<file path="config.mk">
export PLATFORM = sky130hd
export DESIGN_NAME = brg_cfg_stcmd
export DESIGN_NICKNAME = d
export VERILOG_FILES = /design/src/rtl/brg_stcmd_pkg.sv /design/src/rtl/brg_cpl_decode.sv /design/src/rtl/brg_sts_w1c.sv /design/src/rtl/brg_cmd_rw.sv /design/src/rtl/brg_err_msg.sv /design/src/rtl/brg_cfg_stcmd.sv
export SDC_FILE = /design/constraint.sdc
export NUM_CORES = 1
export LEC_CHECK = 0
export ABC_AREA = 1
export BUFFER_PORTS_ARGS = -buffer_cell sky130_fd_sc_hd__buf_2
export CORE_ASPECT_RATIO = 0.9
export CORE_MARGIN = 2
export CORE_UTILIZATION = 37
export CTS_BUF_LIST = sky130_fd_sc_hd__clkbuf_4
export DETAILED_ROUTE_END_ITERATION = 10
export PLACE_DENSITY = 0.95
export SLEW_MARGIN = 20
export SYNTH_ARGS = -nofsm -noshare
export SYNTH_HDL_FRONTEND = slang
export SYNTH_SLANG_ARGS = --single-unit
</file>
<file path="constraint.sdc">
create_clock -name clk -period 2.9 [get_ports clk]
set_clock_uncertainty 0.05 [all_clocks]
set_input_delay 0.58 -clock clk [delete_from_list [all_inputs] [get_ports clk]]
set_output_delay 0.58 -clock clk [all_outputs]
set_load 0.02 [all_outputs]
</file>
<file path="src/rtl/brg_stcmd_pkg.sv">
package brg_stcmd_pkg;

  typedef enum logic [2:0] {
    CPL_SC  = 3'b000,
    CPL_UR  = 3'b001,
    CPL_CRS = 3'b010,
    CPL_CA  = 3'b100
  } cpl_sts_e;

  localparam int unsigned WORD_W      = 32;
  localparam int unsigned B_SIG_SERR  = 30;
  localparam int unsigned B_RX_MABORT = 29;
  localparam int unsigned B_RX_TABORT = 28;
  localparam int unsigned B_CAP_LIST  = 20;
  localparam int unsigned B_IRQ_STS   = 19;
  localparam int unsigned B_IRQ_OFF   = 10;
  localparam int unsigned B_SERR_EN   = 8;
  localparam int unsigned B_BUS_MST   = 2;
  localparam int unsigned B_MEM_EN    = 1;

  localparam logic [WORD_W-1:0] LIVE_MASK =
    (32'd1 << B_SIG_SERR) | (32'd1 << B_RX_MABORT) | (32'd1 << B_RX_TABORT) |
    (32'd1 << B_CAP_LIST) | (32'd1 << B_IRQ_STS)   | (32'd1 << B_IRQ_OFF)   |
    (32'd1 << B_SERR_EN)  | (32'd1 << B_BUS_MST)   | (32'd1 << B_MEM_EN);
  localparam logic [WORD_W-1:0] RSVD_MASK = ~LIVE_MASK;

endpackage

</file>
<file path="src/rtl/brg_cpl_decode.sv">
module brg_cpl_decode #(
  parameter bit IS_FABRIC = 1'b0
) (
  input  logic       cpl_valid,
  input  logic [2:0] cpl_status,
  output logic [1:0] abort_set_o,
  output logic       ur_seen_o
);
  import brg_stcmd_pkg::*;

  logic ur_hit;
  logic ca_hit;

  assign ur_hit    = cpl_valid && (cpl_status == CPL_UR);
  assign ca_hit    = cpl_valid && (cpl_status == CPL_CA);
  assign ur_seen_o = ur_hit;

  // bit 1 -> received master abort, bit 0 -> received target abort
  if (IS_FABRIC) begin : g_fabric
    assign abort_set_o = 2'b00;
  end else begin : g_endpoint
    assign abort_set_o = {ur_hit, ca_hit};
  end

endmodule

</file>
<file path="src/rtl/brg_sts_w1c.sv">
module brg_sts_w1c #(
  parameter int N = 3
) (
  input  logic         clk,
  input  logic         rst,
  input  logic [N-1:0] set_i,
  input  logic [N-1:0] clr_i,
  output logic [N-1:0] q_o
);

  for (genvar i = 0; i < N; i++) begin : g_bit
    logic bit_q;

    always_ff @(posedge clk) begin
      if (rst)           bit_q <= 1'b0;
      else if (set_i[i]) bit_q <= 1'b1;
      else if (clr_i[i]) bit_q <= 1'b0;
    end

    assign q_o[i] = bit_q;


    set_prio_chk: assert property (@(posedge clk) disable iff (rst)
      set_i[i] |=> q_o[i]);


    w1c_clr_chk: assert property (@(posedge clk) disable iff (rst)
      (clr_i[i] && !set_i[i]) |=> !q_o[i]);


    w1c_hold_chk: assert property (@(posedge clk) disable iff (rst)
      (!clr_i[i] && !set_i[i]) |=> $stable(q_o[i]));
  end

endmodule

</file>
<file path="src/rtl/brg_cmd_rw.sv">
module brg_cmd_rw #(
  parameter int N = 4
) (
  input  logic         clk,
  input  logic         rst,
  input  logic [N-1:0] we_i,
  input  logic [N-1:0] d_i,
  output logic [N-1:0] q_o
);

  for (genvar i = 0; i < N; i++) begin : g_bit
    logic bit_q;

    always_ff @(posedge clk) begin
      if (rst)          bit_q <= 1'b0;
      else if (we_i[i]) bit_q <= d_i[i];
    end

    assign q_o[i] = bit_q;


    cmd_hold_chk: assert property (@(posedge clk) disable iff (rst)
      !we_i[i] |=> $stable(q_o[i]));
  end

endmodule

</file>
<file path="src/rtl/brg_err_msg.sv">
module brg_err_msg (
  input  logic clk,
  input  logic rst,
  input  logic ur_seen_i,
  input  logic serr_en_i,
  input  logic urre_en_i,
  output logic sse_set_o,
  output logic err_req_o
);

  assign sse_set_o = ur_seen_i && serr_en_i && urre_en_i;

  always_ff @(posedge clk) begin
    if (rst) err_req_o <= 1'b0;
    else     err_req_o <= sse_set_o;
  end

endmodule

</file>
<file path="src/rtl/brg_cfg_stcmd.sv">
module brg_cfg_stcmd #(
  parameter int               ADDR_W    = 12,
  parameter logic [ADDR_W-1:0] REG_OFS  = 12'h004,
  parameter bit               IS_FABRIC = 1'b0
) (
  input  logic              clk,
  input  logic              rst,
  input  logic              cfg_wr,
  input  logic              cfg_rd,
  input  logic [ADDR_W-1:0] cfg_addr,
  input  logic [31:0]       cfg_wdata,
  input  logic [3:0]        cfg_be,
  output logic [31:0]       cfg_rdata,
  input  logic              cpl_valid,
  input  logic [2:0]        cpl_status,
  input  logic              urre_en,
  input  logic              irq_src,
  output logic              intx_out,
  output logic              err_nf_req
);
  import brg_stcmd_pkg::*;

  localparam int N_STS = 3;
  localparam int N_CMD = 4;

  logic             addr_hit;
  logic             wr_hit;
  logic             rd_hit;
  logic [1:0]       abort_set;
  logic             ur_seen;
  logic             sse_set;
  logic [N_STS-1:0] sts_set;
  logic [N_STS-1:0] sts_clr;
  logic [N_STS-1:0] sts_q;
  logic [N_CMD-1:0] cmd_we;
  logic [N_CMD-1:0] cmd_d;
  logic [N_CMD-1:0] cmd_q;
  logic             irq_q;
  logic [31:0]      word;

  assign addr_hit = (cfg_addr[ADDR_W-1:2] == REG_OFS[ADDR_W-1:2]);
  assign wr_hit   = cfg_wr && addr_hit;
  assign rd_hit   = cfg_rd && addr_hit;

  brg_cpl_decode #(.IS_FABRIC(IS_FABRIC)) u_dec (
    .cpl_valid  (cpl_valid),
    .cpl_status (cpl_status),
    .abort_set_o(abort_set),
    .ur_seen_o  (ur_seen)
  );

  brg_err_msg u_err (
    .clk      (clk),
    .rst      (rst),
    .ur_seen_i(ur_seen),
    .serr_en_i(cmd_q[2]),
    .urre_en_i(urre_en),
    .sse_set_o(sse_set),
    .err_req_o(err_nf_req)
  );

  // status order: [2] signalled error, [1] master abort, [0] target abort
  assign sts_set = {sse_set, abort_set};
  assign sts_clr = {N_STS{wr_hit && cfg_be[3]}} &
                   {cfg_wdata[B_SIG_SERR], cfg_wdata[B_RX_MABORT], cfg_wdata[B_RX_TABORT]};

  brg_sts_w1c #(.N(N_STS)) u_sts (
    .clk  (clk),
    .rst  (rst),
    .set_i(sts_set),
    .clr_i(sts_clr),
    .q_o  (sts_q)
  );

  // command order: [3] irq off, [2] serr enable, [1] bus master, [0] memory enable
  assign cmd_we = {{2{wr_hit && cfg_be[1]}}, {2{wr_hit && cfg_be[0]}}};
  assign cmd_d  = {cfg_wdata[B_IRQ_OFF], cfg_wdata[B_SERR_EN],
                   cfg_wdata[B_BUS_MST], cfg_wdata[B_MEM_EN]};

  brg_cmd_rw #(.N(N_CMD)) u_cmd (
    .clk (clk),
    .rst (rst),
    .we_i(cmd_we),
    .d_i (cmd_d),
    .q_o (cmd_q)
  );

  always_ff @(posedge clk) begin
    if (rst) irq_q <= 1'b0;
    else     irq_q <= irq_src;
  end

  assign intx_out = irq_q && !cmd_q[3];

  always_comb begin
    word              = '0;
    word[B_SIG_SERR]  = sts_q[2];
    word[B_RX_MABORT] = sts_q[1];
    word[B_RX_TABORT] = sts_q[0];
    word[B_CAP_LIST]  = 1'b1;
    word[B_IRQ_STS]   = irq_q;
    word[B_IRQ_OFF]   = cmd_q[3];
    word[B_SERR_EN]   = cmd_q[2];
    word[B_BUS_MST]   = cmd_q[1];
    word[B_MEM_EN]    = cmd_q[0];
  end

  always_ff @(posedge clk) begin
    if (rst)         cfg_rdata <= '0;
    else if (rd_hit) cfg_rdata <= word;
    else             cfg_rdata <= '0;
  end


  rsvd_zero_chk: assert property (@(posedge clk) disable iff (rst)
    (cfg_rdata & RSVD_MASK) == 32'd0);


  idle_read_chk: assert property (@(posedge clk) disable iff (rst)
    !rd_hit |=> (cfg_rdata == 32'd0));


  cap_bit_chk: assert property (@(posedge clk) disable iff (rst)
    rd_hit |=> cfg_rdata[B_CAP_LIST]);


  intx_src_chk: assert property (@(posedge clk) disable iff (rst)
    intx_out |-> $past(irq_src));


  err_src_chk: assert property (@(posedge clk) disable iff (rst)
    err_nf_req |-> $past(cpl_valid && (cpl_status == CPL_UR) && urre_en));

  if (IS_FABRIC) begin : g_fab_chk

    fab_no_abort_chk: assert property (@(posedge clk) disable iff (rst)
      sts_q[1:0] == 2'b00);
  end

endmodule

</file>
==> qor.csv, run 1 <==
stage,metric,value,unit
logic_synthesis,synth_cells,108,
cts,ctsHtreeMaxLevel,1,
logic_synthesis,synth_cell_types,15,
cts,cts_hold_buf,0,
die,fp.dieW,54.03,um
die,core_area,0.002162,mm2
finish,diodes,0,
cts,cts_buffer_depth,2,
finish,layout_common_cells,"buf_2, nor2_1, conb_1",
die,io-pin-count,92,
global_route,grt_usage,0.1321,
drt,drc,0,
cts,cts_tree,done,
finish,final.fill_count,235,
finish,nets,210,
global_route,grt_max_degree,11,
cts,clk_latency,0.29,ns
cts,clock-sinks,18,
sta,max_freq,651.1,MHz
sta,tns,0,ns
placed_design,dp.cells,174,
placed_design,gp_congestion,0.7759,
cts,cts_root_buf,clkbuf_4,
pwr,p_per_area,429.6,mW/mm2
global_route,grt_overflow,0,
pwr,leakage,0.5449,nW
placed_design,hpwl,1317,um
drt,routedWlPerCell,8.618,um
critical_path,critPathLaunchType,flop,
placed_design,port_buffers,40,
critical_path,path_max_fanout,2,
pwr,p_total,0.4311,mW
sta,rsz0062_at_grt,false,
finish,layout_commonest_cell,buf_2,
critical_path,critPathRequiredTime,2.27,ns
critical_path,reg2regPathDepth,2,
sta,fin_crit_sh,0.5296,
sta,hold_viol,0,
sta,min_period,1.536,ns
die,die-area,0.002648,mm2
logic_synthesis,yosysSeqAreaShare,0.4324,
finish,drive_above_1_share,0.3245,
finish,fin_cells,178,
cts,post_cts_buffers,0,
sta,setup_violations,0,
cts,ctsResizeCount,0,
finish,utilization,0.4641,
placed_design,place_area,977.2,um2
logic_synthesis,yosys_register_bits,18,
run_status,status,completed,
die,row_count,16,
cts,cts_made_buffers,3,
die,initial_utilization,0.3854,
drt,drt_iter0_drc,2,
placed_design,place_ws,1.289,ns
sta,holdWs,0.3849,ns
critical_path,endpoint_kind,output port,
drt,drt-total-wl,1534,um
worst_hold_path,hp-class,reg -> reg,
logic_synthesis,yosysWarnings,0,
finish,area_growth,20.42,%
drt,vias,710,
critical_path,worstSetupPathType,reg -> out,
cts,path_clk_slew,0.09,ns
drt,first_pass_iters,3,
pwr,vdd_ir_drop_max,0.0002175,V
sta,maxSlewViolCount,0,
global_route,grt_pass1_vias,673,
sta,setup_ws,1.364,ns
global_route,grt_pass1_wl,2608,um
drt,viasPerCell,3.989,
logic_synthesis,synth_area_per_cell,7.716,um2
die,die_h,49.02,um
run,max-cap-violations,0,
global_route,antenna_found_initial,0,
critical_path,arrival,0.91,ns
worst_hold_path,hold_depth,2,
finish,final_area,0.001003,mm2
logic_synthesis,syn-cell-area,833.3,um2
drt,postRouteAntennaNets,0,
[power breakdown]
| part | switching, mW | internal (mW) | leakage (nW) |
|---|---|---|---|
| clock | 0.0727 | 0.0501 | 0.0154 |
| sequential | 0.000622 | 0.249 | 0.145 |
| combinational | 0.0418 | 0.0171 | 0.384 |
[routing by layer]
layer | wire [um] | vias up | global-route usage | part of all wire
li1 | - | 370 | - | -
met1 | 545 | 305 | 0.1309 | 0.36
met2 | 795 | 32 | 0.2398 | 0.52
met3 | 172 | 3 | 0.04908 | 0.11
met4 | 20 | 0 | 0.05000 | 0.013
met5 | 0 | - | 0 | 0
[final timing paths]
kind,start,slack (ns),to
worst max-delay path,irq_q$_SDFF_PP0_,1.36,intx_out
worst min-delay path,u_sts.g_bit[1].bit_q$_SDFFE_PP0P_,0.38,cfg_rdata[29]$_SDFF_PP0_
worst max register to register,u_cmd.g_bit[2].bit_q$_SDFFE_PP0P_,2.20,cfg_rdata[8]$_SDFF_PP0_
worst min register to register,u_sts.g_bit[1].bit_q$_SDFFE_PP0P_,0.38,cfg_rdata[29]$_SDFF_PP0_
[state kept, by name (all words and copies together) (netlist names)]
register           count
u_cmd.g_bit.bit_q      4
u_sts.g_bit.bit_q      3
irq_q                  1
cfg_rdata              9
u_err.err_req_o        1
[kinds of logic after synthesis]
kind of cell,Yosys count,share of synthesized area
buffers and inverters,38,0.2748
AO/OA/AOI/OAI,3,0.01801
AND/OR/NAND/NOR,48,0.2703
flip-flops,18,0.4324
other,1,0.004500
[final cells by class]
| class | count | area, um2 | share of cell area |
|---|---|---|---|
| inverters | 15 | 56.30 | 0.05611 |
| well taps | 27 | 33.78 | 0.03367 |
| multi-input cells | 74 | 326.6 | 0.3254 |
| flip-flops and latches | 18 | 360.3 | 0.3591 |
| repair buffers | 40 | 200.2 | 0.1995 |
| clock buffers | 3 | 22.52 | 0.02244 |
| clock inverters | 1 | 3.754 | 0.003741 |
[worst max-delay path: stages, from the launching register on]
cell     delay (ns)
dfxtp_1        0.32
inv_1          0.04
nor2_1         0.08
buf_2          0.17
[synth_stat cells]
cell / instances / area, um2
nand3_1: 4 / 20.02
nand2_1: 11 / 41.29
inv_1: 13 / 48.80
nand3_2: 3 / 30.03
inv_2: 2 / 7.510
o21ai_1: 1 / 5.000
a21oi_1: 2 / 10.01
dfxtp_1: 18 / 360.4
nor2_4: 1 / 11.26
conb_1: 1 / 3.750
nor3_1: 1 / 5.000
nor2_1: 23 / 86.33
nand4_1: 4 / 25.02
buf_4: 23 / 172.7
and3_1: 1 / 6.260
Note: power is estimated with default switching activity, not from simulation.
==> run 2: changes to the inputs <==
--- a/config.mk
+++ b/config.mk
@@ -9,10 +9,10 @@
 export BUFFER_PORTS_ARGS = -buffer_cell sky130_fd_sc_hd__buf_2
 export CORE_ASPECT_RATIO = 0.9
 export CORE_MARGIN = 2
-export CORE_UTILIZATION = 37
+export CORE_UTILIZATION = 35
 export CTS_BUF_LIST = sky130_fd_sc_hd__clkbuf_4
 export DETAILED_ROUTE_END_ITERATION = 10
-export PLACE_DENSITY = 0.95
+export PLACE_DENSITY = 0.94
 export SLEW_MARGIN = 20
 export SYNTH_ARGS = -nofsm -noshare
 export SYNTH_HDL_FRONTEND = slang
==> constraint.sdc (replaced) <==
create_clock -name clk -period 1.6 [get_ports clk]
set_clock_uncertainty 0.05 [all_clocks]
set_input_delay 0.32 -clock clk [delete_from_list [all_inputs] [get_ports clk]]
set_output_delay 0.32 -clock clk [all_outputs]
set_load 0.02 [all_outputs]
==> run 2 against run 1 <==
Net effect: via count shrank 3.4%; total power grew 77%; sequential share of layout area grew 0.13 points; non-clock buffer count is the same; critical endpoint unchanged; critical path type unchanged; clock power grew 67%; combinational power grew 80%; global-route usage shrank 2.5 points; final cell count shrank 0.56%.
==> qor.csv, run 2 (synthesis gave the netlist of run 1 again) <==
stage,metric,value,unit,change
run_status,status,completed,,
cts,cts_made_buffers,3,,unchanged
pwr,p_sw,0.1936,mW,+68%
die,die_h,50.29,um,+2.6%
critical_path,r2r_end,u_cmd.g_bit[3].bit_q$_SDFFE_PP0P_,,
finish,largest_reg_flops,9,,unchanged
sta,fin_crit_sh,0.7779,,
critical_path,reg2regPathDepth,4,,+2
finish,layout_commonest_cell,buf_2,,
finish,area_growth,19.97,%,
finish,reg_top3,"cfg_rdata: 9 flops, u_cmd.g_bit.bit_q: 4 flops, u_sts.g_bit.bit_q: 3 flops",,
finish,drive_above_1_share,0.3267,,+0.002163
worst_hold_path,hp-class,in -> reg,,
drt,vias,686,,-3.4%
finish,regMostFlops,cfg_rdata,,
cts,cts_buffer_depth,2,,unchanged
sta,min_period,1.245,ns,
critical_path,critPathMaxStageDelay,0.31,ns,about the same
placed_design,hpwl,1247,um,-5.3%
cts,cts_root_buf,clkbuf_4,,
pwr,swShare,0.2539,,-0.01318
pwr,clkPwrFrac,0.269,,-0.016
critical_path,regToRegSetupSlack,0.92,ns,-1.28 ns
global_route,grt_overflow,0,,unchanged
global_route,grt_usage,0.1067,,-0.02549
drt,top_layer,met3,,
critical_path,reg2reg_from,u_cmd.g_bit[3].bit_q$_SDFFE_PP0P_,,
drt,met3_length,175,um,+1.7%
drt,postRouteAntennaNets,0,,unchanged
sta,setup_violations,0,,unchanged
critical_path,worstSetupPathType,reg -> out,,
drt,drt_iter0_drc,4,,+2
cts,clock-sinks,18,,unchanged
pwr,comb_power_share,0.139,,+0.002
critical_path,path_max_fanout,2,,unchanged
critical_path,critPathRequiredTime,1.23,ns,-1.04 ns
die,io-pin-count,92,,unchanged
global_route,grt_max_degree,10,,-1
critical_path,cp-startpoint,irq_q$_SDFF_PP0_,,
pwr,p_per_area,762.8,mW/mm2,+78%
finish,diodes,0,,unchanged
pwr,leakage,0.5433,nW,-0.29%
critical_path,endpoint_kind,output port,,
sta,maxSlewViolCount,0,,unchanged
global_route,antenna_found_initial,0,,unchanged
pwr,vdd_ir_drop_max,0.0004389,V,+100%
sta,max_freq,803.4,MHz,
sta,rsz0062_at_grt,false,,
critical_path,slowest_stage,dfxtp_1,,
critical_path,worstPathCellList,inv_1 -> nor2_1 -> buf_2,,
die,fp.dieW,55.44,um,+2.6%
drt,drt-met1-wl,559,um,+2.6%
global_route,grt_pass1_wl,2352,um,-9.8%
cts,cts_hold_buf,0,,unchanged
cts,path_clk_slew,0.09,ns,about the same
critical_path,arrival,0.87,ns,-0.04 ns
finish,nets,210,,unchanged
die,die-area,0.002788,mm2,+5.3%
pwr,power_frac_seq,0.593,,+0.015
run,max-cap-violations,0,,unchanged
sta,holdWs,0.1864,ns,-0.1985 ns
drt,routedWlPerCell,8.085,um,-6.2%
die,initial_utilization,0.3750,,-0.01042
cts,ctsResizeCount,0,,unchanged
critical_path,critPathLaunchType,flop,,
drt,wl_met2,697,um,-12%
cts,post_cts_buffers,0,,unchanged
cts,cts_tree,done,,
drt,first_pass_iters,4,,+1
global_route,grt_pass1_vias,619,,-8.0%
sta,tns,0,ns,unchanged
placed_design,port_buffers,40,,unchanged
drt,viasPerCell,3.876,,-2.8%
die,core_area,0.002222,mm2,+2.8%
sta,hold_viol,0,,unchanged
die,row_count,16,,unchanged
finish,final.fill_count,230,,-2.1%
critical_path,crit_path_end,intx_out,,
drt,drc,0,,unchanged
pwr,internal-power,0.5689,mW,+80%
cts,ctsHtreeMaxLevel,1,,unchanged
cts,clk_latency,0.28,ns,about the same
drt,drt-total-wl,1431,um,-6.7%
finish,layout_common_cells,"buf_2, nor2_1, conb_1",,
placed_design,gp_congestion,0.7446,,-4.0%
## run 2: final cells by class
class	count	area [um2]	share of cell area
inverters	15	56.30	0.05632
flip-flops and latches	18	360.3	0.3605
clock buffers	3	22.52	0.02253
well taps	27	33.78	0.03379
repair buffers	40	200.2	0.2003
multi-input cells	74	326.6	0.3267
## run 2: critical path: cells and delay by family, from the launching register on
family        cells  cell delay [ns]
buf+inv           2             0.21
flops             1             0.31
simple gates      1             0.08
## run 2: how the worst min path moves through the flow
stage                                            from                           endpoint  depth (start not counted)
finish                                        irq_src                   irq_q$_SDFF_PP0_                          3
global route                             cfg_wdata[8]  u_cmd.g_bit[2].bit_q$_SDFFE_PP0P_                          3
CTS                                           irq_src                   irq_q$_SDFF_PP0_                          3
detailed placement  u_sts.g_bit[1].bit_q$_SDFFE_PP0P_           cfg_rdata[29]$_SDFF_PP0_                          2
global placement    u_sts.g_bit[2].bit_q$_SDFFE_PP0P_           cfg_rdata[30]$_SDFF_PP0_                          2
floorplan                                         rst  u_sts.g_bit[0].bit_q$_SDFFE_PP0P_                          1
## run 2: metal layers
| metal | up-vias | track usage |
|---|---|---|
| met1 | 282 | 0.1092 |
| li1 | 368 | - |
| met4 | 0 | 0.05285 |
| met2 | 36 | 0.1845 |
| met5 | - | 0 |
| met3 | 0 | 0.04897 |
## run 2: metrics by stage
step                instances    util  instance area (um2)  setup WS [ns]  total power [mW]
floorplan                 130       -                915.9         0.4984            0.5670
global placement          174  0.4398                977.2         0.3001            0.5661
detailed placement        174  0.4398                977.2         0.2675            0.5675
CTS                       177  0.4499                999.7         0.3352            0.7721
global route              177  0.4499                999.7         0.2280            0.8090
finish                    177  0.4499                999.7         0.3553            0.7626
## run 2: power groups by stage
stage	clock network, mW	logic [mW]	registers (mW)
detailed placement	0	0.105	0.462
floorplan	0	0.105	0.462
global placement	0	0.104	0.462
finish	0.205	0.106	0.452
CTS	0.215	0.105	0.452
global route	0.239	0.117	0.453
==> run 3: changes to the inputs <==
--- a/config.mk
+++ b/config.mk
@@ -5,14 +5,14 @@
 export SDC_FILE = /design/constraint.sdc
 export NUM_CORES = 1
 export LEC_CHECK = 0
-export ABC_AREA = 1
+export ABC_AREA = 0
 export BUFFER_PORTS_ARGS = -buffer_cell sky130_fd_sc_hd__buf_2
 export CORE_ASPECT_RATIO = 0.9
 export CORE_MARGIN = 2
-export CORE_UTILIZATION = 35
+export CORE_UTILIZATION = 32
 export CTS_BUF_LIST = sky130_fd_sc_hd__clkbuf_4
 export DETAILED_ROUTE_END_ITERATION = 10
-export PLACE_DENSITY = 0.94
+export PLACE_DENSITY = 0.9
 export SLEW_MARGIN = 20
 export SYNTH_ARGS = -nofsm -noshare
 export SYNTH_HDL_FRONTEND = slang
==> constraint.sdc (replaced) <==
create_clock -name clk -period 1.1 [get_ports clk]
set_clock_uncertainty 0.05 [all_clocks]
set_input_delay 0.22 -clock clk [delete_from_list [all_inputs] [get_ports clk]]
set_output_delay 0.22 -clock clk [all_outputs]
set_load 0.02 [all_outputs]
==> run 3 against run 2 <==
Net effect: the flow now finishes with violations (design-rule violations, negative setup slack); combinational power grew 92%; total power rose by 56%; count of clock-buffer cells in the layout did not move; die area up 12%; setup slack worse by 0.67 ns; first-iteration DRC count increased to 7.5 times the previous value; sequential share of layout area shrank 4.9 points; final area increased by 17%; synthesized area rose by 3.6%; critical endpoint is now u_cmd.g_bit[0].bit_q$_SDFFE_PP0P_; largest cell class is now multi-input combinational cells.
==> qor.csv, run 3 <==
stage,metric,value,unit,change
pwr,power_frac_seq,0.553,,-0.040
sta,min_period,1.420,ns,
logic_synthesis,syn-cell-area,863.3,um2,+3.6%
run_status,status,finished with violations,,
sta,setup_violations,17,,+17
logic_synthesis,synth_most_common_cell,buf_4,,
cts,clk_latency,0.29,ns,about the same
die,initial_utilization,0.3440,,-0.03103
logic_synthesis,synth_cell_types,23,,+8
finish,area_growth,35.07,%,
sta,setup_ws,-0.3196,ns,-0.6750 ns
critical_path,crit_path_end,u_cmd.g_bit[0].bit_q$_SDFFE_PP0P_,,
cts,cts_buffer_depth,2,,unchanged
drt,drc,6,,+6
pwr,comb_power_share,0.171,,+0.032
sta,max_freq,704.4,MHz,
die,core_area,0.002510,mm2,+13%
critical_path,critPathLaunchType,input port,,
critical_path,critPathBufInv,2,,unchanged
sta,holdWs,0.07762,ns,-0.1088 ns
cts,cts_made_buffers,3,,unchanged
sta,rsz0062_at_grt,true,,
logic_synthesis,synth_edf_count,0,,unchanged
finish,nets,200,,-4.8%
placed_design,gp_congestion,0.7572,,+1.7%
global_route,grt_pass1_vias,623,,+0.65%
finish,reg_top3,"cfg_rdata: 9 flops, u_cmd.g_bit.bit_q: 4 flops, u_sts.g_bit.bit_q: 3 flops",,
global_route,use_met3,0.02200,,-0.02696
logic_synthesis,synth_top_area_frac,0.4174,,-0.01504
cts,cts_root_buf,clkbuf_4,,
drt,vias,722,,+5.2%
finish,final.fill_count,233,,+1.3%
die,row_count,17,,+1
critical_path,slowest_stage,or4_4,,
cts,path_clk_slew,0.09,ns,about the same
critical_path,crit_family,simple AND/OR/NAND/NOR gates,,
logic_synthesis,synth-async-reset-ratio,0,,unchanged
critical_path,endpoint_kind,flop,,
critical_path,arrival,1.58,ns,+0.71 ns
global_route,grt_pass1_wl,2463,um,+4.7%
drt,drt_iter0_drc,30,,+26
die,die_h,53.28,um,+5.9%
logic_synthesis,yosys_register_bits,18,,unchanged
sta,fin_crit_sh,1.291,,
critical_path,critPathRequiredTime,1.26,ns,+0.03 ns
logic_synthesis,synth_cells,90,,-17%
pwr,swShare,0.2723,,+0.01839
finish,fin_cells,169,,-4.5%
cts,ctsHtreeMaxLevel,1,,unchanged
drt,postRouteAntennaNets,0,,unchanged
die,die-area,0.003130,mm2,+12%
sta,maxSlewViolCount,0,,unchanged
placed_design,hpwl,1477,um,+18%
logic_synthesis,synth_flop_cell,dfxtp_1,,
logic_synthesis,synth_area_per_cell,9.593,um2,+24%
logic_synthesis,synth.area.top_cells,"dfxtp_1, buf_4, and2_1, mux2i_1, nand2_1",,
critical_path,cp_num_cells,5,,+2
drt,routedWlPerCell,11.01,um,+36%
pwr,vdd_ir_drop_max,0.0003401,V,-23%
critical_path,worstSetupPathType,in -> reg,,
finish,drive_above_1_share,0.4539,,+0.1272
critical_path,path_max_fanout,4,,+2
global_route,grt_overflow,0,,unchanged
worst_hold_path,hp-class,in -> reg,,
sta,hold_viol,0,,unchanged
pwr,internal-power,0.8661,mW,+52%
die,fp.dieW,58.75,um,+6.0%
logic_synthesis,synth.top_cells.by_count,"buf_4, dfxtp_1, and2_1",,
finish,layout_common_cells,"buf_2, conb_1, dfxtp_1",,
pwr,clkPwrFrac,0.276,,+0.007
global_route,gr-usage-met2,0.2259,,+0.04140
critical_path,reg2reg_from,u_cmd.g_bit[2].bit_q$_SDFFE_PP0P_,,
global_route,grt_usage,0.1125,,+0.005893
global_route,busiest_layer,met2,,
pwr,p_per_area,1021,mW/mm2,+34%
pwr,leakage,0.5903,nW,+8.7%
drt,first_pass_iters,6,,+2
logic_synthesis,synth_largest_area_cell,dfxtp_1,,
critical_path,worstPathCellList,buf_6 -> or4_4 -> buf_6 -> nor4_4 -> mux2i_1,,
finish,seqCellArea,362.8,um2,+0.69%
placed_design,place_ws,-0.6728,ns,-0.9403 ns
cts,cts_tree,done,,
critical_path,critPathMaxStageDelay,0.57,ns,+0.26 ns
drt,viasPerCell,4.272,,+10%
finish,regMostFlops,cfg_rdata,,
cts,cts_hold_buf,0,,unchanged
run,max-cap-violations,0,,unchanged
global_route,use_met1,0.09333,,-0.01584
critical_path,path_common_cell,buf_6,,
placed_design,dp.cells,164,,-5.7%
logic_synthesis,yosysWarnings,0,,unchanged
finish,multi_input_area,435.4,um2,+33%
cts,clock-sinks,18,,unchanged
drt,drt-total-wl,1860,um,+30%
critical_path,r2r_end,u_sts.g_bit[2].bit_q$_SDFFE_PP0P_,,
pwr,p_sw,0.3241,mW,+67%
placed_design,port_buffers,40,,unchanged
critical_path,cp-startpoint,cfg_addr[11],,
finish,layout_commonest_cell,buf_2,,
logic_synthesis,yosysSeqAreaShare,0.4174,,-0.01504
global_route,grt_max_degree,11,,+1
run_status,violations,"design-rule violations, negative setup slack",,
global_route,antenna_found_initial,0,,unchanged
die,io-pin-count,92,,unchanged
finish,largest_reg_flops,9,,unchanged
critical_path,regToRegSetupSlack,0.20,ns,-0.72 ns
finish,diodes,0,,unchanged
critical_path,reg2regPathDepth,3,,-1
run 3: per-stage QoR:
| step | utilization | TNS, ns | instance area [um2] | power, mW |
|---|---|---|---|---|
| final | 0.4646 | -3.918 | 1166 | 1.190 |
| after global routing | 0.4646 | -4.551 | 1166 | 1.236 |
| after CTS | 0.4516 | -3.607 | 1134 | 1.194 |
| after detailed placement | 0.4287 | -8.941 | 1076 | 0.8610 |
| after global placement | 0.4287 | -8.447 | 1076 | 0.8582 |
| after floorplan | - | -6.573 | 965.9 | 0.8455 |
run 3: power by group through the flow:
stage               Sequential, mW  Clock, mW  Combinational [mW]
floorplan                    0.672          0               0.173
detailed placement           0.673          0               0.189
global route                 0.659      0.357               0.220
finish                       0.658      0.328               0.204
global placement             0.673          0               0.186
CTS                          0.657      0.339               0.197
run 3: layout make-up:
cell class | instances | share of cell area
Clock buffer | 3 | 0.01931
Clock inverter | 1 | 0.003219
Inverter | 2 | 0.006438
Multi-Input combinational cell | 66 | 0.3734
Sequential cell | 18 | 0.3112
Tap cell | 28 | 0.03004
Timing Repair Buffer | 51 | 0.2564
run 3: worst min-delay path by stage:
stage,from,end,depth (start not counted)
floorplan,rst,u_sts.g_bit[0].bit_q$_SDFFE_PP0P_,1
global placement,irq_q$_SDFF_PP0_,cfg_rdata[19]$_SDFF_PP0_,1
detailed placement,irq_q$_SDFF_PP0_,cfg_rdata[19]$_SDFF_PP0_,1
CTS,irq_src,irq_q$_SDFF_PP0_,2
global route,irq_src,irq_q$_SDFF_PP0_,2
finish,irq_src,irq_q$_SDFF_PP0_,2
run 3: routing by layer:
layer | wire length [um] | part of all wire
met1 | 616 | 0.33
met4 | 57 | 0.031
met5 | 0 | 0
met3 | 193 | 0.10
met2 | 993 | 0.53
run 3: logic make-up (layout without fill, tap and decap cells):
group | after synthesis | in the layout | synth area share
other | 1 | 23 | 0.004344
flip-flops | 18 | 18 | 0.4174
buffers and inverters | 28 | 57 | 0.2261
AND/OR/NAND/NOR | 34 | 34 | 0.2638
AO/OA/AOI/OAI | 5 | 5 | 0.04204
multiplexers | 4 | 4 | 0.04638
run 3: repair_timing:
action                                  in CTS  in global routing
cloned                                       0                  1
resized for setup                            6                  9
pin swaps                                    0                  2
setup buffers                                0                  0
endpoints found under the setup margin      17                 18
